$ cat config.mk
export PLATFORM = sky130hd
export DESIGN_NAME = dma_chan_regs
export DESIGN_NICKNAME = d
export VERILOG_FILES = /design/src/rtl/dmacr_pkg.sv /design/src/rtl/dmacr_irq.sv /design/src/rtl/dmacr_fsm.sv /design/src/rtl/dma_chan_regs.sv
export SDC_FILE = /design/constraint.sdc
export NUM_CORES = 1
export LEC_CHECK = 0
export BUFFER_PORTS_ARGS = -buffer_cell sky130_fd_sc_hd__buf_2
export CORE_ASPECT_RATIO = 0.8
export CORE_MARGIN = 2
export CORE_UTILIZATION = 57
export DETAILED_ROUTE_END_ITERATION = 7
export PLACE_DENSITY_LB_ADDON = 0.15
export REMOVE_ABC_BUFFERS = 1
export SYNTH_ARGS = -nofsm -noshare
export SYNTH_HDL_FRONTEND = slang
export SYNTH_HIERARCHICAL = 1
export SYNTH_SLANG_ARGS = --single-unit
$ cat constraint.sdc
create_clock -name clk -period 2.1 [get_ports clk]
set_clock_uncertainty 0.15 [all_clocks]
set_input_delay 0.21 -clock clk [delete_from_list [all_inputs] [get_ports clk]]
set_output_delay 0.21 -clock clk [all_outputs]
set_load 0.005 [all_outputs]
$ cat src/rtl/dmacr_pkg.sv
package dmacr_pkg;

    localparam int BUS_W  = 32;
    localparam int OFS_W  = 8;
    localparam int SC_W   = 10;
    localparam int NPTR   = 5;

    localparam logic [OFS_W-1:0] OFS_CMD   = 8'h80;
    localparam logic [OFS_W-1:0] OFS_CFG   = 8'h84;
    localparam logic [OFS_W-1:0] OFS_STAT  = 8'h88;
    localparam logic [OFS_W-1:0] OFS_IMASK = 8'h8C;
    localparam logic [OFS_W-1:0] OFS_IACK  = 8'h90;
    localparam logic [OFS_W-1:0] OFS_IRAW  = 8'h94;
    localparam logic [OFS_W-1:0] OFS_IMSKD = 8'h98;
    localparam logic [OFS_W-1:0] OFS_SCMD  = 8'h9C;

    localparam logic [SC_W-1:0] SC_LOAD_D = 10'h140;
    localparam logic [SC_W-1:0] SC_BURST  = 10'h020;
    localparam logic [SC_W-1:0] SC_LOAD_C = 10'h200;

    localparam logic [1:0] SRC_RESET = 2'd1;
    localparam logic [1:0] SRC_SW    = 2'd2;

    typedef enum logic [2:0] {
        CH_RST  = 3'b001,
        CH_STOP = 3'b010,
        CH_RUN  = 3'b100
    } ch_state_e;

    typedef struct packed {
        logic load_d;
        logic burst;
        logic load_c;
    } scmd_t;

    // pointer slot i -> register offset
    function automatic logic [OFS_W-1:0] ptr_ofs(input int i);
        case (i)
            0:       return 8'h00;
            1:       return 8'h58;
            2:       return 8'h5C;
            3:       return 8'h60;
            default: return 8'h7C;
        endcase
    endfunction

    function automatic scmd_t decode_scmd(input logic [SC_W-1:0] v);
        scmd_t s;
        s.load_d = |(v & SC_LOAD_D);
        s.burst  = |(v & SC_BURST);
        s.load_c = |(v & SC_LOAD_C);
        return s;
    endfunction

    function automatic logic [BUS_W-1:0] pack_status(input logic [2:0] st,
                                                     input logic       eol,
                                                     input logic       err,
                                                     input logic [1:0] src);
        return {22'b0, src, 1'b0, err, eol, 2'b0, st};
    endfunction

endpackage

$ cat src/rtl/dmacr_irq.sv
module dmacr_irq #(
    parameter int IRQ_W = 4
) (
    input  logic             clk,
    input  logic             rst,
    input  logic [IRQ_W-1:0] set_i,
    input  logic             ack_wr,
    input  logic             mask_wr,
    input  logic [IRQ_W-1:0] wbits,
    output logic [IRQ_W-1:0] raw_o,
    output logic [IRQ_W-1:0] mask_o,
    output logic [IRQ_W-1:0] masked_o,
    output logic             irq_o
);

    logic [IRQ_W-1:0] raw_q;
    logic [IRQ_W-1:0] mask_q;
    logic [IRQ_W-1:0] keep;

    assign keep = ack_wr ? ~wbits : '1;

    always_ff @(posedge clk) begin
        if (rst) begin
            raw_q  <= '0;
            mask_q <= '0;
        end else begin
            raw_q <= (raw_q & keep) | set_i;
            if (mask_wr) mask_q <= wbits;
        end
    end

    assign raw_o    = raw_q;
    assign mask_o   = mask_q;
    assign masked_o = raw_q & mask_q;
    assign irq_o    = |masked_o;

endmodule

$ cat src/rtl/dmacr_fsm.sv
module dmacr_fsm
    import dmacr_pkg::*;
(
    input  logic      clk,
    input  logic      rst,
    input  logic      cfg_wr,
    input  logic      cfg_en_new,
    input  logic      cfg_stop_new,
    input  logic      cfg_en_q,
    input  logic      cfg_stop_q,
    input  logic      scmd_wr,
    input  scmd_t     scmd,
    input  logic      cmd_wr,
    input  logic      client,
    input  logic      desc_eol,
    input  logic      eol_hit,
    input  logic      d_ack,
    input  logic      c_ack,
    output ch_state_e state_o,
    output logic      eol_o,
    output logic      d_req,
    output logic      c_req
);

    ch_state_e st_q;
    logic eol_q, dreq_q, creq_q, dstart_q, dcont_q;
    logic d_done, c_done, start_go, cont_ok;

    assign d_done   = dreq_q & d_ack;
    assign c_done   = creq_q & c_ack;
    assign start_go = client &
                      ((d_done & (dstart_q | (dcont_q & ~desc_eol & eol_q))) | c_done);
    assign cont_ok  = cmd_wr & cfg_en_q & client & ~cfg_stop_q &
                      (st_q == CH_RUN) & desc_eol;

    always_ff @(posedge clk) begin
        if (rst) begin
            st_q     <= CH_RST;
            eol_q    <= 1'b0;
            dreq_q   <= 1'b0;
            creq_q   <= 1'b0;
            dstart_q <= 1'b0;
            dcont_q  <= 1'b0;
        end else begin
            if (d_done) dreq_q <= 1'b0;
            if (c_done) creq_q <= 1'b0;
            if (scmd_wr && scmd.load_d) begin
                dreq_q   <= 1'b1;
                dstart_q <= scmd.burst;
                dcont_q  <= 1'b0;
            end else if (cont_ok) begin
                dreq_q   <= 1'b1;
                dstart_q <= 1'b0;
                dcont_q  <= 1'b1;
            end
            if (scmd_wr && scmd.load_c) creq_q <= 1'b1;
            if (start_go) begin
                st_q  <= CH_RUN;
                eol_q <= 1'b0;
            end
            if (eol_hit) eol_q <= 1'b1;
            if (cfg_wr) begin
                if (cfg_stop_new) st_q <= CH_STOP;
                if (!cfg_en_new)  st_q <= CH_RST;
            end
        end
    end

    assign state_o = st_q;
    assign eol_o   = eol_q;
    assign d_req   = dreq_q;
    assign c_req   = creq_q;

endmodule

$ cat src/rtl/dma_chan_regs.sv
module dma_chan_regs
    import dmacr_pkg::*;
#(
    parameter int IRQ_W = 4,
    parameter int PTR_W = 32
) (
    input  logic             clk,
    input  logic             rst,
    input  logic             wr_en,
    input  logic             rd_en,
    input  logic [7:0]       addr,
    input  logic [31:0]      wdata,
    output logic [31:0]      rdata,
    input  logic             client_present,
    input  logic             desc_eol,
    input  logic             eol_hit,
    input  logic [IRQ_W-1:0] intr_set,
    output logic             ld_data_req,
    input  logic             ld_data_ack,
    output logic             ld_ctx_req,
    input  logic             ld_ctx_ack,
    output logic [PTR_W-1:0] saved_data_ptr,
    output logic [PTR_W-1:0] group_down_ptr,
    output logic [2:0]       chan_state,
    output logic             irq
);

    localparam int PTR_SDATA = 1;
    localparam int PTR_GDOWN = NPTR - 1;

    logic [NPTR-1:0][PTR_W-1:0] ptr_flat;
    logic [1:0]       cfg_q;
    logic             cmd_q;
    logic [SC_W-1:0]  scmd_q;
    logic [1:0]       src_q;
    logic             err_q;
    logic [IRQ_W-1:0] irq_raw, irq_mask, irq_masked;
    logic             eol_q;
    ch_state_e        st;
    logic             cfg_wr, cmd_wr, scmd_wr, stat_rd, bad_bits;
    logic [31:0]      rd_mux;

    assign cfg_wr   = wr_en && (addr == OFS_CFG);
    assign cmd_wr   = wr_en && (addr == OFS_CMD);
    assign scmd_wr  = wr_en && (addr == OFS_SCMD);
    assign stat_rd  = rd_en && (addr == OFS_STAT);
    assign bad_bits = (cmd_wr && (wdata[31:1] != '0)) ||
                      (scmd_wr && (wdata[31:SC_W] != '0));

    generate
        for (genvar g = 0; g < NPTR; g++) begin : g_ptr
            logic [PTR_W-1:0] q;
            always_ff @(posedge clk) begin
                if (rst)                              q <= '0;
                else if (wr_en && addr == ptr_ofs(g)) q <= wdata[PTR_W-1:0];
            end
            assign ptr_flat[g] = q;
        end
    endgenerate

    always_ff @(posedge clk) begin
        if (rst) begin
            cfg_q  <= '0;
            cmd_q  <= 1'b0;
            scmd_q <= '0;
            src_q  <= SRC_RESET;
            err_q  <= 1'b0;
        end else begin
            if (cfg_wr)  cfg_q <= wdata[1:0];
            if (cmd_wr)  cmd_q <= wdata[0];
            if (scmd_wr) begin
                scmd_q <= wdata[SC_W-1:0];
                src_q  <= SRC_SW;
            end
            if (stat_rd)  err_q <= 1'b0;
            if (bad_bits) err_q <= 1'b1;
        end
    end

    dmacr_irq #(.IRQ_W(IRQ_W)) u_irq (
        .clk      (clk),
        .rst      (rst),
        .set_i    (intr_set),
        .ack_wr   (wr_en && (addr == OFS_IACK)),
        .mask_wr  (wr_en && (addr == OFS_IMASK)),
        .wbits    (wdata[IRQ_W-1:0]),
        .raw_o    (irq_raw),
        .mask_o   (irq_mask),
        .masked_o (irq_masked),
        .irq_o    (irq)
    );

    dmacr_fsm u_fsm (
        .clk          (clk),
        .rst          (rst),
        .cfg_wr       (cfg_wr),
        .cfg_en_new   (wdata[0]),
        .cfg_stop_new (wdata[1]),
        .cfg_en_q     (cfg_q[0]),
        .cfg_stop_q   (cfg_q[1]),
        .scmd_wr      (scmd_wr),
        .scmd         (decode_scmd(wdata[SC_W-1:0])),
        .cmd_wr       (cmd_wr),
        .client       (client_present),
        .desc_eol     (desc_eol),
        .eol_hit      (eol_hit),
        .d_ack        (ld_data_ack),
        .c_ack        (ld_ctx_ack),
        .state_o      (st),
        .eol_o        (eol_q),
        .d_req        (ld_data_req),
        .c_req        (ld_ctx_req)
    );

    always_comb begin
        rd_mux = '0;
        for (int i = 0; i < NPTR; i++)
            if (addr == ptr_ofs(i)) rd_mux = 32'(ptr_flat[i]);
        case (addr)
            OFS_CMD:   rd_mux = {31'b0, cmd_q};
            OFS_CFG:   rd_mux = {30'b0, cfg_q};
            OFS_STAT:  rd_mux = pack_status(st, eol_q, err_q, src_q);
            OFS_IMASK: rd_mux = 32'(irq_mask);
            OFS_IRAW:  rd_mux = 32'(irq_raw);
            OFS_IMSKD: rd_mux = 32'(irq_masked);
            OFS_SCMD:  rd_mux = 32'(scmd_q);
            default:   ;
        endcase
    end

    always_ff @(posedge clk) begin
        if (rst)        rdata <= '0;
        else if (rd_en) rdata <= rd_mux;
    end

    assign saved_data_ptr = ptr_flat[PTR_SDATA];
    assign group_down_ptr = ptr_flat[PTR_GDOWN];
    assign chan_state     = st;

endmodule

* Word-level counts from Yosys, hierarchy flattened
Index checks and enable logic that the tools add are counted.
** Operators by class
- Reductions and logical operators :: 27
- Bitwise gates (word level) :: 19
- Multiplexer cells :: 22
- Equal/unequal tests :: 13
** Operators by type and width (count)
- $pmux W32 S7 :: 1
- $mux W32 :: 5
- $eq A8 B8 Y1 const B :: 8
- $eq A8 B7 Y1 const B :: 4
- $reduce_bool A31 Y1 :: 1
- $reduce_bool A22 Y1 :: 1
- $logic_and A1 B1 Y1 :: 15
- $mux W3 :: 4
- $and A1 B1 Y1 :: 11
- $mux W1 :: 11
- $and A4 B4 Y4 :: 2
- $logic_not A8 Y1 :: 1
- $reduce_bool A2 Y1 :: 4
- $mux W4 :: 1
- $not A4 Y4 :: 1
- $or A4 B4 Y4 :: 1
- $reduce_or A2 Y1 :: 2
- $reduce_or A4 Y1 :: 1
- $eq A3 B3 Y1 const B :: 1
- $reduce_bool A3 Y1 :: 1
- $not A1 Y1 :: 2
- $or A1 B1 Y1 :: 2
- $logic_or A1 B1 Y1 :: 1
** Storage, ports and cells
- Output and inout port bits :: 102
- Register bits after elaboration :: 224

* Logic depth before layout (Yosys ltp)
Gate-level depths: netlist (run 1).
- Depth after elaboration :: 11
- Gate-level depth with buffers :: 9
- Depth with buffers taken out :: 7

* By module
The synthesis (run 1) kept the hierarchy.
** Modules (own cells, without submodules)
- dma_chan_regs :: cells an instance 1179, times used 1, area each 8964.8 µm²
- dmacr_fsm :: cells an instance 41, times used 1, area each 391.6 µm²
- dmacr_irq :: cells an instance 35, times used 1, area each 326.6 µm²

* Worst setup path after synthesis (run 1)
OpenSTA, ideal clock, no wires.
- Kind :: input to register
- Start :: input addr[1]
- End :: register g_ptr[0].q[10]
- Arrival :: 1.637 ns
- Buffers on the path :: 3
- Stages :: 8
- Path slack :: 0.181 ns
- Path through :: or4_1 buf_4 nor2_8 buf_4 nand2_1 clkbuf_1 nand2_1 a21oi_1
** On the way
- Word-level cells in the longest chain between the ends :: 2
** RTL lines
- from (decl) :: RTL line dma_chan_regs.sv:11 : input logic [7:0] addr,
- $logic_not A8 Y1 :: RTL line dma_chan_regs.sv:55 : else if (wr_en && addr == ptr_ofs(g)) q <= wdata[PTR_W-1:0];
- $logic_and A1 B1 Y1 :: RTL line dma_chan_regs.sv:55
- to (signal assigned) :: RTL line dma_chan_regs.sv:55
- to (decl) :: RTL line dma_chan_regs.sv:52 : logic [PTR_W-1:0] q;
Every way passes these cells.
A chain may end at the register's enable or synchronous reset.

* Worst setup path in the final report (run 1)
- Start :: register u_irq.mask_q[0], in the netlist u_irq/mask_o[0]
- End :: output irq
** On the way
- Word-level cells in the longest chain between the ends :: 2
** RTL lines
- from (decl) :: RTL line dmacr_irq.sv:17 : logic [IRQ_W-1:0] mask_q;
- from (signal assigned) :: RTL line dmacr_irq.sv:28 : if (mask_wr) mask_q <= wbits;
- $and A4 B4 Y4 :: RTL line dmacr_irq.sv:34 : assign masked_o = raw_q & mask_q;
- named net irq_masked[0] :: RTL line dma_chan_regs.sv:37 : logic [IRQ_W-1:0] irq_raw, irq_mask, irq_masked;
- $reduce_or A4 Y1 :: RTL line dmacr_irq.sv:35 : assign irq_o = |masked_o;
- to (decl) :: RTL line dma_chan_regs.sv:25 : output logic irq
The timed path passes the listed nets, and every way through them passes these cells.

==> metrics, run 1 <==
GRT Overall Usage about a third; Root Driver clkbuf_16; dominant synthesized flop cell dfxtp_1; global-route wire length before repair 50290 µm; initial antenna violation count 0; RSZ-0062 raised after global routing false; Nets 1521; Hold WC Path Type input port to flip-flop; Setup Fix Bufs, Post-CTS 0; I/O pin count 155; H-tree levels 1; Area Growth Syn to Fin 28.80%; commonest cells after routing, fill and taps aside nand2_1 (377), dfxtp_1 (224), a21oi_1 (213), buf_2 (153), nor2_1 (112); Fmax achieved 485.9 MHz; vias in the first global route 9454; Worst-Skew Late Latency 510 ps; share of the yosys chip area belonging to registers 46.31%; Worst Setup End Kind output port; die width about 150 µm; critical path's largest stage delay 510 ps; Final Hold Vio Count 0; async set or reset register ratio after synthesis 0%; Detailed Route WL 31900 µm; final core occ 75.11%; DIE AREA 18050 µm²; Die Span Y 120.6 µm; CTS tree built; post-route ant nets 0; crit path cell chain and2_1 > or4_4 > buf_2; worst path arrival time 1700 ps; fin crit period 2058 ps; cells after synthesis roughly 1300; row cnt 42; fin. max-slew vios 0; Power, Total 0.009279 W; Ys Warns 6; WL per Instance 18.72 µm; DP HPWL 20090 µm; drt initial violations 1000; worst hold slack roughly 63 ps; worst vdd ir 0.0005526 V; routability cong. 0.9036; deepest clock path buffer count 3; crit path max fanout 3; cell area after placement 11190 µm²; layout cells sized above 1 around a fifth; floorplan core area around 17000 µm²; Pwr per Cell Area 744.0 nW/µm²; Setup crit start kind flip-flop; Avg Inst Size Synth around 7.7 µm²; largest net degree at the start of global routing 81; CP Class flip-flop to output port; period utilization 97.99%; commonest non-fill, non-tap cell in the layout nand2_1; EDFF count, synth 0; Yosys reg bits 224; Max-Cap Viols 0; Lkg Pwr between 4 and 5 nW; final instance area 12470 µm²; Synth cell types 67; gr ovfl total 0; Clock Pin Slew Worst Setup and Hold Paths 60 ps; WP data required 1740 ps; Worst Tran Pin Value 638.7 ps; setup TNS 0 ps; port bufs 154; Slew HR 57.03%; Starting Density about 60%; TritonCTS Buffers 23; Via-to-Cell Ratio 5.931; Critical-path top delay cell or4_4; TritonRoute pass-1 iters 5; vias 10106; Mapped Area 9683 µm²; # DRC 0; clk sinks 224; endpoints failing setup 0; outcome complete, no violations; n_diodes 0
critical path: cells and delay by family, from the launching register on:
family	cells	cell delay (ps)
and+or+nand+nor	2	700
DFF	1	360
buffers and inverters	1	140
flip-flops by register name, indices dropped and copies added (netlist names):
name and count:
g_ptr.q 96, group_down_ptr 32, rdata 32, saved_data_ptr 32, scmd_q 10, u_irq/mask_o 4
u_irq/raw_o 4, u_fsm/state_o 3, cfg_q 2, src_q 2, cmd_q 1, err_q 1
u_fsm/c_req 1, u_fsm/d_req 1, u_fsm/dcont_q 1, u_fsm/dstart_q 1, u_fsm/eol_o 1
path summary, 6_finish.rpt:
| path | start | end | slack [ps] | depth (start not counted) |
|---|---|---|---|---|
| min | desc_eol | u_fsm/dstart_q | 60 | 5 |
| min reg2reg | rdata[29] | rdata[29] | 300 | 2 |
| max | u_irq/mask_o[0] | irq | 40 | 3 |
| max reg2reg | u_irq/mask_o[1] | rdata[1] | 380 | 6 |
routing by layer:
metal / wire (µm) / global-route usage, % / vias to the layer above
met5: 0 / 0 / -
met1: 13650 / 50.11 / 4769
met3: 2899 / 4.302 / 56
li1: - / - / 4717
met2: 14660 / 55.62 / 564
met4: 691 / 8.550 / 0
cell usage after synthesis (5+ instances only):
master	n	share of area, %
nand3_1	7	0.36
a221oi_1	6	0.54
nor4_1	6	0.39
buf_2	25	1.3
o21ai_0	12	0.62
and2_1	5	0.32
dfxtp_1	224	46
nand2_1	377	15
buf_4	5	0.39
inv_1	13	0.50
o31ai_1	22	1.7
a2bb2oi_1	32	2.9
o22a_1	29	2.6
a21oi_1	213	11
clkbuf_1	62	2.4
nor2_1	115	4.5
mux2i_1	8	0.83
cell type report:
cell class                      count  area (µm²)
Sequential cell                   224        4484
Multi-Input combinational cell    921        4765
Clock inverter                      7       120.1
Tap cell                          220       275.3
Fill cell                        1277        4134
Timing Repair Buffer              284        2078
Clock buffer                       34       696.9
Inverter                           14       52.55
stage by stage:
step / instances / setup WS, ps
floorplan: 1159 / -788.5
global placement: 1618 / -110.3
detailed placement: 1618 / -86.01
CTS: 1704 / 18.57
global route: 1704 / 11.40
finish: 1704 / 42.16
logic make-up (layout without fill, tap and decap cells):
logic type / after synthesis / in the layout / share of synthesized area [%]
AOI/OAI and AO/OA: 353 / 353 / 23.21
and+or+nand+nor: 555 / 555 / 24.18
muxes: 13 / 13 / 1.525
buffers and inverters: 110 / 339 / 4.781
DFF: 224 / 224 / 46.31
power by group:
group	leakage, nW	internal (W)	switching (W)	total (W)
clock network	0.405	0.00267	0.00173	0.00440
registers	1.81	0.00427	0.0000155	0.00428
logic	2.74	0.000245	0.000354	0.000600
timing repair:
action,CTS,global route
hold endpoints to repair,184,0
endpoints found under the setup margin,0,1
hold buffers,45,0
resized for setup,0,2
Note: power is estimated with default switching activity, not from simulation.
==> run 2: changes to the inputs <==
--- a/config.mk
+++ b/config.mk
@@ -11,6 +11,7 @@
 export CORE_UTILIZATION = 57
 export DETAILED_ROUTE_END_ITERATION = 7
 export PLACE_DENSITY_LB_ADDON = 0.15
+export RECOVER_POWER = 50
 export REMOVE_ABC_BUFFERS = 1
 export SYNTH_ARGS = -nofsm -noshare
 export SYNTH_HDL_FRONTEND = slang
==> run 2 against run 1 <==
Compared with the run above:
- utilization down 0.90 points
- count of clock-buffer cells in the layout unchanged
- critical path depth unchanged
- non-clock buffer count unchanged
==> metrics, run 2 (synthesized netlist as in run 1, its figures left out) <==
Nets 1521 (unchanged); Area Growth Syn to Fin 27.25%; Register Area 4484 µm² (unchanged); drt initial violations 938 (-6.2%); crit path max fanout 3 (unchanged); switching power 0.002087 W (-0.39%); TritonCTS Buffers 23 (unchanged); Worst Tran Pin Value 649.4 ps (+10.65 ps); worst path arrival time 1700 ps (about the same); floorplan core area 16610 µm² (unchanged); layout cells sized above 1 16.64% (-4.2 points); # DRC 0 (unchanged); footprint of the multi-input gates 4735 µm² (-0.63%); Final Hold Vio Count 0 (unchanged); CP Class flip-flop to output port; Starting Density 58.31% (unchanged); post-route ant nets 0 (unchanged); Hold WC Path Type input port to flip-flop; DIE AREA 18050 µm² (unchanged); Placed Cells 1618 (unchanged); die width 149.7 µm (unchanged); Pint 0.007179 W (about the same); Top reg by flops g_ptr.q; Worst-Skew Late Latency 510 ps (about the same); Die Span Y 120.6 µm (unchanged); gr ovfl total 0 (unchanged); largest net degree at the start of global routing 81 (unchanged); Sw Ratio 22.52% (-0.056 points); Pwr per Cell Area 752.0 nW/µm² (+1.1%); commonest cells after routing, fill and taps aside nand2_1 (377), dfxtp_1 (224), a21oi_1 (213), nor2_1 (114), buf_2 (100); WL per Instance 18.63 µm (-0.47%); worst hold slack 58.23 ps (-4.868 ps); Worst Setup End Kind output port; port bufs 154 (unchanged); clk sinks 224 (unchanged); Setup crit start kind flip-flop; max reg flops 96 (unchanged); Comb power frac 6.4% (about the same); H-tree levels 1 (unchanged); vias 10112 (+0.059%); Layout Cells excl Fill 1704 (unchanged); n_diodes 0 (unchanged); period utilization 97.89% (-0.10 points); fin crit period 2056 ps (-2.121 ps); Detailed Route WL 31750 µm (-0.47%); Reg power frac 46.2% (about the same); global-route wire length before repair 50290 µm (unchanged); fin. max-slew vios 0 (unchanged); Via-to-Cell Ratio 5.934 (about the same); routability cong. 0.9036 (unchanged); commonest non-fill, non-tap cell in the layout nand2_1; Max-Cap Viols 0 (unchanged); GRT Overall Usage 34.73% (unchanged); Clock Pin Slew Worst Setup and Hold Paths 60 ps (about the same); Slew HR 56.31% (-0.72 points); initial antenna violation count 0 (unchanged); clock power share 47.4% (about the same); TritonRoute pass-1 iters 6 (+1); post-place setup slack -86.01 ps (unchanged); Fmax achieved 486.4 MHz (+0.10%); Lkg Pwr 4.653 nW (-6.0%); DP HPWL 20090 µm (unchanged); CTS tree built; WP data required 1740 ps (about the same); row cnt 42 (unchanged); worst vdd ir 0.0005503 V (-0.42%); Setup Fix Bufs, Post-CTS 0 (unchanged); endpoints failing setup 0 (unchanged); outcome complete, no violations; RSZ-0062 raised after global routing false; Final WS setup 44.28 ps (+2.121 ps); deepest clock path buffer count 3 (unchanged); vias in the first global route 9454 (unchanged); Root Driver clkbuf_16; fillers 1333 (+4.4%); I/O pin count 155 (unchanged)
run 2: cell types whose count changed in the layout (fill, tap and decap cells not counted), sizes merged:
cell | previous run | this run
clkbuf | 34 | 98
buf | 239 | 175
run 2: path summary, 6_finish.rpt:
check / start / endpoint / slack, ps / cells past startpoint
max: u_irq/mask_o[0] / irq / 40 / 3
min: client_present / u_fsm/state_o[0] / 60 / 4
max reg2reg: u_irq/mask_o[1] / rdata[1] / 380 / 6
min reg2reg: rdata[29] / rdata[29] / 300 / 2
run 2: metrics by stage:
step	util (%)	setup TNS [ps]	total power, W	area [µm²]
final	74.20	0	0.009266	12320
after global routing	74.20	0	0.009496	12320
after CTS	75.02	0	0.009270	12460
after detailed placement	67.38	-709.6	0.004890	11190
after global placement	67.38	-549.2	0.004883	11190
after floorplan	-	-79390	0.004523	9273
run 2: worst max-delay path, cell delays in order, from the launching register on:
cell and delay, ps:
dfxtp_1 350, and2_1 190, or4_4 510, buf_2 140
run 2: what timing repair did:
item	4_1_cts	5_1_grt
endpoints found under the hold margin	184	0
setup endpoints to repair	0	1
hold buffers	45	0
gates resized for setup	0	2
run 2: routing by layer:
metal  wire length (µm)  GRT usage [%]  vias to the layer above  share of wire, %
li1                   -              -                     4721                 -
met1              13470          50.11                     4756                42
met2              14550          55.62                      582                46
met3               3100          4.302                       53               9.8
met4                638          8.550                        0               2.0
met5                  0              0                        -                 0
run 2: layout make-up:
class | instances | share of cell area, %
clock buffer | 34 | 5.656
sequential | 224 | 36.39
multi-input combinational | 921 | 38.42
tap | 220 | 2.234
clock inverter | 7 | 0.9748
inverter | 14 | 0.4265
timing repair buffer | 284 | 15.89
run 2: power groups by stage:
| stage | Clock [W] | Combinational, W | Sequential (W) |
|---|---|---|---|
| 2_1_floorplan | 0 | 0.000148 | 0.00437 |
| 3_3_place_gp | 0 | 0.000505 | 0.00438 |
| 3_5_place_dp | 0 | 0.000512 | 0.00438 |
| 4_1_cts | 0.00441 | 0.000580 | 0.00428 |
| 5_1_grt | 0.00459 | 0.000626 | 0.00428 |
| 6_report | 0.00439 | 0.000591 | 0.00428 |
